### src/rtl/adc_seq_pkg.sv
package adc_seq_pkg;
  typedef enum logic [1:0] {
    SQ_IDLE = 2'd0,
    SQ_WAIT = 2'd1,
    SQ_READ = 2'd2,
    SQ_GAP  = 2'd3
  } seq_state_t;
endpackage

### src/rtl/adc_fall_det.sv
module adc_fall_det (
  input  logic clk,
  input  logic rst_n,
  input  logic sig_i,
  output logic fall_o
);
  logic sig_q;

  always_ff @(posedge clk or negedge rst_n) begin
    if (!rst_n) sig_q <= 1'b0;
    else        sig_q <= sig_i;
  end

  // High in the cycle where the sampled level has just dropped
  assign fall_o = sig_q & ~sig_i;
endmodule

### src/rtl/adc_half_timer.sv
module adc_half_timer #(
  parameter int DIV_W = 8
) (
  input  logic             clk,
  input  logic             rst_n,
  input  logic             load_i,
  input  logic             run_i,
  input  logic [DIV_W-1:0] div_i,
  output logic             tick_o
);
  logic [DIV_W-1:0] lat_q;
  logic [DIV_W-1:0] cnt_q;

  assign tick_o = run_i && (cnt_q == lat_q - DIV_W'(1));

  always_ff @(posedge clk or negedge rst_n) begin
    if (!rst_n) begin
      lat_q <= DIV_W'(1);
      cnt_q <= '0;
    end else if (load_i) begin
      lat_q <= (div_i == '0) ? DIV_W'(1) : div_i;
      cnt_q <= '0;
    end else if (run_i) begin
      if (tick_o) cnt_q <= '0;
      else        cnt_q <= cnt_q + DIV_W'(1);
    end
  end
endmodule

### src/rtl/adc_shift_in.sv
module adc_shift_in #(
  parameter int W = 16
) (
  input  logic         clk,
  input  logic         rst_n,
  input  logic         clr_i,
  input  logic         shift_i,
  input  logic         bit_i,
  output logic [W-1:0] data_o
);
  logic [W-1:0] data_q;

  always_ff @(posedge clk or negedge rst_n) begin
    if (!rst_n)       data_q <= '0;
    else if (clr_i)   data_q <= '0;
    else if (shift_i) data_q <= {data_q[W-2:0], bit_i};
  end

  assign data_o = data_q;
endmodule

### src/rtl/adc_seq_ctrl.sv
module adc_seq_ctrl
  import adc_seq_pkg::*;
#(
  parameter int WORD_W = 16,
  parameter int BYTE_W = 8,
  parameter int DIV_W  = 8
) (
  input  logic              clk,
  input  logic              rst_n,
  input  logic              tick_i,
  input  logic [DIV_W-1:0]  div_i,
  input  logic              busy_i,
  input  logic              sdo_i,
  output logic              cnv_o,
  output logic              cs_n_o,
  output logic              rd_n_o,
  output logic              sclk_o,
  output logic              word_valid_o,
  output logic [WORD_W-1:0] word_o,
  output logic              overrun_o
);
  localparam int CNT_W = $clog2(WORD_W);
  localparam int SUB_W = $clog2(BYTE_W);

  seq_state_t       state_q;
  logic [CNT_W-1:0] bit_q;
  logic             sclk_q, cnv_q, cs_q, rd_q, valid_q, ovr_q;
  logic             busy_fall, half_tick, start_rd, shift_en;
  logic             last_bit, byte_end;

  adc_fall_det u_fall (
    .clk    (clk),
    .rst_n  (rst_n),
    .sig_i  (busy_i),
    .fall_o (busy_fall)
  );

  assign start_rd = (state_q == SQ_WAIT) && busy_fall;

  adc_half_timer #(.DIV_W(DIV_W)) u_timer (
    .clk    (clk),
    .rst_n  (rst_n),
    .load_i (start_rd),
    .run_i  ((state_q == SQ_READ) || (state_q == SQ_GAP)),
    .div_i  (div_i),
    .tick_o (half_tick)
  );

  // Capture on the second (falling) edge of each serial clock period
  assign shift_en = (state_q == SQ_READ) && half_tick && sclk_q;

  adc_shift_in #(.W(WORD_W)) u_shift (
    .clk     (clk),
    .rst_n   (rst_n),
    .clr_i   (start_rd),
    .shift_i (shift_en),
    .bit_i   (sdo_i),
    .data_o  (word_o)
  );

  assign last_bit = (bit_q == CNT_W'(WORD_W - 1));
  assign byte_end = (bit_q[SUB_W-1:0] == SUB_W'(BYTE_W - 1));

  always_ff @(posedge clk or negedge rst_n) begin
    if (!rst_n) begin
      state_q <= SQ_IDLE;
      bit_q   <= '0;
      sclk_q  <= 1'b0;
      cnv_q   <= 1'b0;
      cs_q    <= 1'b0;
      rd_q    <= 1'b0;
      valid_q <= 1'b0;
      ovr_q   <= 1'b0;
    end else begin
      cnv_q   <= 1'b0;
      valid_q <= 1'b0;
      ovr_q   <= tick_i && (state_q != SQ_IDLE);
      case (state_q)
        SQ_IDLE: begin
          if (tick_i) begin
            cnv_q   <= 1'b1;
            state_q <= SQ_WAIT;
          end
        end
        SQ_WAIT: begin
          if (busy_fall) begin
            cs_q    <= 1'b1;
            rd_q    <= 1'b1;
            bit_q   <= '0;
            state_q <= SQ_READ;
          end
        end
        SQ_READ: begin
          if (half_tick) begin
            if (!sclk_q) begin
              sclk_q <= 1'b1;
            end else begin
              sclk_q <= 1'b0;
              bit_q  <= bit_q + CNT_W'(1);
              if (last_bit) begin
                cs_q    <= 1'b0;
                rd_q    <= 1'b0;
                valid_q <= 1'b1;
                bit_q   <= '0;
                state_q <= SQ_IDLE;
              end else if (byte_end) begin
                state_q <= SQ_GAP;
              end
            end
          end
        end
        SQ_GAP: begin
          if (half_tick) state_q <= SQ_READ;
        end
        default: state_q <= SQ_IDLE;
      endcase
    end
  end

  assign cnv_o        = cnv_q;
  assign cs_n_o       = ~cs_q;
  assign rd_n_o       = ~rd_q;
  assign sclk_o       = sclk_q;
  assign word_valid_o = valid_q;
  assign overrun_o    = ovr_q;
endmodule

### config.mk
export PLATFORM = sky130hd
export DESIGN_NAME = adc_seq_ctrl
export DESIGN_NICKNAME = d
export VERILOG_FILES = /design/src/rtl/adc_seq_pkg.sv /design/src/rtl/adc_fall_det.sv /design/src/rtl/adc_half_timer.sv /design/src/rtl/adc_shift_in.sv /design/src/rtl/adc_seq_ctrl.sv
export SDC_FILE = /design/constraint.sdc
export NUM_CORES = 1
export LEC_CHECK = 0
export BUFFER_PORTS_ARGS = -buffer_cell sky130_fd_sc_hd__buf_2
export CAP_MARGIN = 15
export CORE_MARGIN = 2
export CORE_UTILIZATION = 23
export CTS_CLUSTER_DIAMETER = 200
export CTS_CLUSTER_SIZE = 40
export DETAILED_ROUTE_END_ITERATION = 12
export GPL_ROUTABILITY_DRIVEN = 0
export SYNTH_ARGS = -nofsm -noshare
export SYNTH_HDL_FRONTEND = slang
export SYNTH_SLANG_ARGS = --single-unit
### constraint.sdc
create_clock -name clk -period 2.61 [get_ports clk]
set_clock_uncertainty 0.1 [all_clocks]
set_input_delay 0.522 -clock clk [delete_from_list [all_inputs] [get_ports clk]]
set_output_delay 0.522 -clock clk [all_outputs]
set_load 0.005 [all_outputs]
After elaboration in Yosys (flattened, before gate mapping)
Cells that the tools add are included.
- register bits: 44
- input bits: 13
- output and inout port bits: 22
- add/sub/neg operators: 3
- eq/ne operators: 13
- multiplexer cells: 31
- bitwise gates (word level): 3
- reduce and logical (&&, ||, !) cells: 16
- operator list (cell ; number):
    2-to-1 mux 16 bit ; 2
    2-to-1 mux 8 bit ; 4
    2-to-1 mux 4 bit ; 4
    2-to-1 mux 2 bit ; 7
    inequality test 2 bit, second input constant ; 6
    2-to-1 mux 1 bit ; 11
    adder 8 x 1 -> 8 bit, second input constant ; 1
    equality test 8 bit ; 1
    zero test 8 bit ; 1
    case mux 2 bit (4 select lines) ; 1
    case mux 4 bit (2 select lines) ; 1
    nonzero test 2 bit ; 4
    subtractor 8 x 1 -> 8 bit, second input constant ; 1
    AND reduction 6 bit ; 1
    logical AND 1 bit ; 5
    AND reduction 5 bit ; 1
    adder 4 x 1 -> 4 bit, second input constant ; 1
    equality test 2 bit, second input constant ; 2
    equality test 4 bit, second input constant ; 1
    AND reduction 4 bit ; 1
    equality test 3 bit, second input constant ; 1
    inequality test 3 bit, second input constant ; 1
    equality test 2 x 1 -> 1 bit, second input constant ; 1
    zero test 2 bit ; 1
    5 further kinds ; 6

Longest topological paths before layout
- word-level depth: 7
- depth in mapped cells: 9
- depth with buffers taken out: 8

Hierarchy
From an unflattened synthesis, not the netlist that was laid out.
- cells, all modules: 214
- area total of the unflattened synthesis: 2282.2 µm²
- modules (own cells, without submodules) (module ; times used ; cells each ; area an instance (µm²) ; sequential area each (µm²)):
    adc_half_timer ; 1 ; 108 ; 1032.2 ; 401.6
    adc_shift_in ; 1 ; 52 ; 660.6 ; 400.4
    adc_seq_ctrl ; 1 ; 52 ; 550.5 ; 275.3
    adc_fall_det ; 1 ; 2 ; 38.8 ; 25.0

Worst setup path before layout
OpenSTA, ideal clock, no wires.
- kind: reg-to-reg
- start point: register u_timer.lat_q[0]
- end point: register bit_q[3]
- setup time: 0.121 ns
- data arrival time: 2.488 ns
- required time: 2.389 ns
- slack: -0.099 ns
- stages on the path, launching flop included: 9
- path buffers: 0
- clock period less this slack: 2.709 ns
- cells stage by stage: dfstp_2 -> inv_1 -> ha_1 -> or3b_1 -> or4_1 -> a211oi_2 -> o311ai_2 -> o41a_1 -> a22o_1
- longest elaborated chain between the ends: 5
- ends and longest elaborated chain (element ; RTL line ; text):
    start, declared ; adc_half_timer.sv:11 ; logic [DIV_W-1:0] lat_q;
    start signal, assigned ; adc_half_timer.sv:21 ; lat_q <= (div_i == '0) ? DIV_W'(1) : div_i;
    subtractor 8 x 1 -> 8 bit ; adc_half_timer.sv:14 ; assign tick_o = run_i && (cnt_q == lat_q - DIV_W'(1));
    equality test 8 bit ; adc_half_timer.sv:14 ;
    logical AND 1 bit ; adc_half_timer.sv:14 ;
    inequality test 2 bit (no line) ; n/a ;
    AND reduction 4 bit (no line) ; n/a ;
    end signal, assigned ; adc_seq_ctrl.sv:99 ; bit_q <= bit_q + CNT_W'(1);
    end, declared ; adc_seq_ctrl.sv:26 ; logic [CNT_W-1:0] bit_q;
No other way between the ends.
A chain may end at the register's enable or synchronous reset.

Final worst setup path
- start point: register u_timer.lat_q[1]
- end point: register bit_q[3]
Same word-level chain as after synthesis.

==> insert_results.sql <==
INSERT INTO impl_metrics (metric_group, metric, value, unit) VALUES
('cells_and_area', 'fin_cells', '401', ''),
('placed_design', 'dpl.cell_count', '388', ''),
('clock_tree', 'htree_levels', '2', ''),
('grt', 'grt_start_max_net_pins', '45', ''),
('synthesis', 'synthTopCellsByCount', 'sky130_fd_sc_hd__dfrtp_1 (43), sky130_fd_sc_hd__nand2_1 (41), sky130_fd_sc_hd__mux2i_1 (21)', ''),
('floorplan', 'initial_utilization', '0.238', ''),
('synthesis', 'yosys.cell_count.top_type', 'sky130_fd_sc_hd__dfrtp_1', ''),
('synthesis', 'ys_dominant_reg_cell', 'sky130_fd_sc_hd__dfrtp_1', ''),
('cells_and_area', 'register_area', '0.00110', 'mm²'),
('synthesis', 'synth_top_cell_by_area', 'sky130_fd_sc_hd__dfrtp_1', ''),
('synthesis', 'ys_top_cells_by_area', 'sky130_fd_sc_hd__dfrtp_1 (48%), sky130_fd_sc_hd__mux2i_1 (9.5%), sky130_fd_sc_hd__nand2_1 (6.9%)', ''),
('flow_run', 'max_cap_violations', '0', ''),
('floorplan', 'ioPinCount', '35', ''),
('sta', 'timing.max_slew.rel_slack', '0.617', ''),
('power', 'vdd_drop_max', '0.228', 'mV'),
('floorplan', 'dieArea', '0.0105', 'mm²'),
('power', 'static-leakage-power', '1.26', 'nW'),
('routing', 'detail-route-antenna-nets', '0', ''),
('placed_design', 'io_buffer_count', '34', ''),
('placed_design', 'place.detailed.hpwl', '3670', 'µm'),
('cells_and_area', 'layout.nets', '288', ''),
('critical_path', 'crit_required', '2.70', 'ns'),
('clock_tree', 'clock_tree.buffer_depth', '2', ''),
('routing', 'wl_per_cell', '13.6', 'µm'),
('clock_tree', 'ctsRootBufferMaster', 'sky130_fd_sc_hd__clkbuf_8', ''),
('floorplan', 'die_height', '102', 'µm'),
('synthesis', 'synth-seq-area-share', '0.496', ''),
('synthesis', 'synth.cell_area', '0.00222', 'mm²'),
('critical_path', 'cpPeakStageDelay', '0.43', 'ns'),
('critical_path', 'setup.worst_path.class', 'register to register', ''),
('sta', 'min_period_over_period', '1.03', ''),
('grt', 'busiest_layer', 'met2', ''),
('cells_and_area', 'insertedDiodeCount', '0', ''),
('floorplan', 'die_w', '102', 'µm'),
('sta', 'clock.fmax', '370', 'MHz'),
('synthesis', 'synth.avg_cell_area', '9.79', 'µm²'),
('synthesis', 'post_synth_inst_count', '227', ''),
('grt', 'globalRoute.totalOverflow', '0', ''),
('power', 'cellPowerDensity', '871', 'mW/mm²'),
('run_status', 'outcome', 'finished, violations left', ''),
('grt', 'grt_pass1_vias', '1824', ''),
('sta', 'tightestPinTransition', '0.575', 'ns'),
('synthesis', 'synthesis.yosys.warnings', '0', ''),
('clock_tree', 'worst_skew_pair.late_latency', '0.30', 'ns'),
('routing', 'dr.pass1.iters', '4', ''),
('routing', 'dr_total_vias', '1827', ''),
('min_path', 'hp-class', 'primary input to asynchronous set/reset pin', ''),
('power', 'report.power.total', '2.49', 'mW'),
('placed_design', 'detailedPlace.worstSlack', '-0.0420', 'ns'),
('grt', 'grt.total_usage', '0.105', ''),
('synthesis', 'synthArstFlopShare', '1.00', ''),
('clock_tree', 'cts.reportedPaths.clkPinSlew', '0.09', 'ns'),
('cells_and_area', 'area_growth_from_synthesis_to_layout', '28.8', '%'),
('sta', 'finalSetupViolCount', '20', ''),
('synthesis', 'synth_nets', '244', ''),
('grt', 'groute.layer.met1.usage', '0.143', ''),
('clock_tree', 'clock_sink_count', '44', ''),
('sta', 'timing.final.crit_period', '2.70', 'ns'),
('routing', 'viasPerCell', '4.56', ''),
('critical_path', 'critPathArrivalTime', '2.79', 'ns'),
('routing', 'drcViolationCount', '0', ''),
('synthesis', 'ys_types', '43', ''),
('critical_path', 'critPathMaxFanout', '6', ''),
('floorplan', 'core.rowCount', '35', ''),
('cells_and_area', 'layout-drive-gt1-share', '0.283', ''),
('sta', 'fin_ws', '-0.0902', 'ns'),
('cells_and_area', 'multi_input_logic_area', '0.00110', 'mm²'),
('synthesis', 'number_of_flops_mapped_to_enable_cells_by_yosys', '0', ''),
('critical_path', 'critPathLaunchType', 'register', ''),
('grt', 'grt_antenna_before_repair', '0', ''),
('run_status', 'failed_checks', 'negative setup slack', '');
[power by group]
part           internal, mW  switching [mW]
combinational         0.441           0.440
clock                 0.284           0.250
sequential            0.840           0.239
[layout make-up]
| cell class | instances | share of cell area |
|---|---|---|
| inverter | 12 | 0.0157 |
| multi-input combinational | 156 | 0.384 |
| clock buffer | 5 | 0.0240 |
| sequential | 44 | 0.385 |
| clock inverter | 3 | 0.0149 |
| tap | 129 | 0.0564 |
| timing repair buffer | 52 | 0.120 |
[routing by layer]
metal,up-vias,part of all wire
li1,877,-
met1,907,0.44
met2,40,0.50
met3,3,0.050
met4,0,0.0070
met5,-,0
[what timing repair did]
action / 4_1_cts / 5_1_grt
setup buffers: 1 / 3
pin swaps: 1 / 5
cloned: 0 / 2
endpoints found under the hold margin: 0 / 0
endpoints found under the setup margin: 26 / 33
hold buffers: 0 / 0
resized for setup: 2 / 16
[final timing paths]
check | to | depth (start not counted) | from | slack (ns)
worst max-delay path | bit_q[3] | 8 | u_timer.lat_q[1] | -0.09
worst min-delay path | cnv_o | 2 | rst_n | 0.20
worst max register to register | bit_q[3] | 8 | u_timer.lat_q[1] | -0.09
worst min register to register | u_timer.lat_q[7] | 2 | u_timer.lat_q[7] | 0.41
max in group asynchronous | u_shift.data_o[13] | 2 | rst_n | 1.82
min in group clk | u_fall.sig_q | 1 | busy_i | 0.24
[cells by family after synthesis]
group	share of synthesized area
compound gates	0.118
xor+xnor	0.0315
fa+ha+maj	0.0225
buf+inv	0.0501
flops	0.496
mux	0.0946
simple gates	0.188
[flip-flops by register name, summed over array words and instances (netlist names)]
signal	count
rd_q	1
cnv_o	1
u_fall.sig_q	1
u_timer.lat_q	8
u_shift.data_o	16
state_q	2
overrun_o	1
sclk_o	1
bit_q	4
u_timer.cnt_q	8
word_valid_o	1
[layout by cell type, fill, tap and decap left out, drive strengths merged, types with 3 or more instances in the layout]
cell type / count
buf: 51
dfrtp: 43
nand2: 41
mux2i: 21
nand3: 14
inv: 12
o21ai: 9
nor2: 8
a31oi: 7
xnor2: 6
clkbuf: 6
ha: 4
nand3b: 3
nand2b: 3
and3: 3
or4: 3
[through the flow]
stage / instance area, µm² / hold WS [ns]
finish: 2860 / 0.201
global route: 2860 / 0.230
CTS: 2750 / 0.222
floorplan: 2240 / 0.126
global placement: 2620 / 0.392
detailed placement: 2620 / 0.392
[critical path: cells and delay by family, from the launching register on]
| family | cells | cell delay, ns |
|---|---|---|
| compound gates | 4 | 1.06 |
| simple gates | 2 | 0.80 |
| flops | 1 | 0.41 |
| fa+ha+maj | 1 | 0.13 |
| buf+inv | 1 | 0.09 |
No activity file was read; power rests on OpenSTA's default activity.
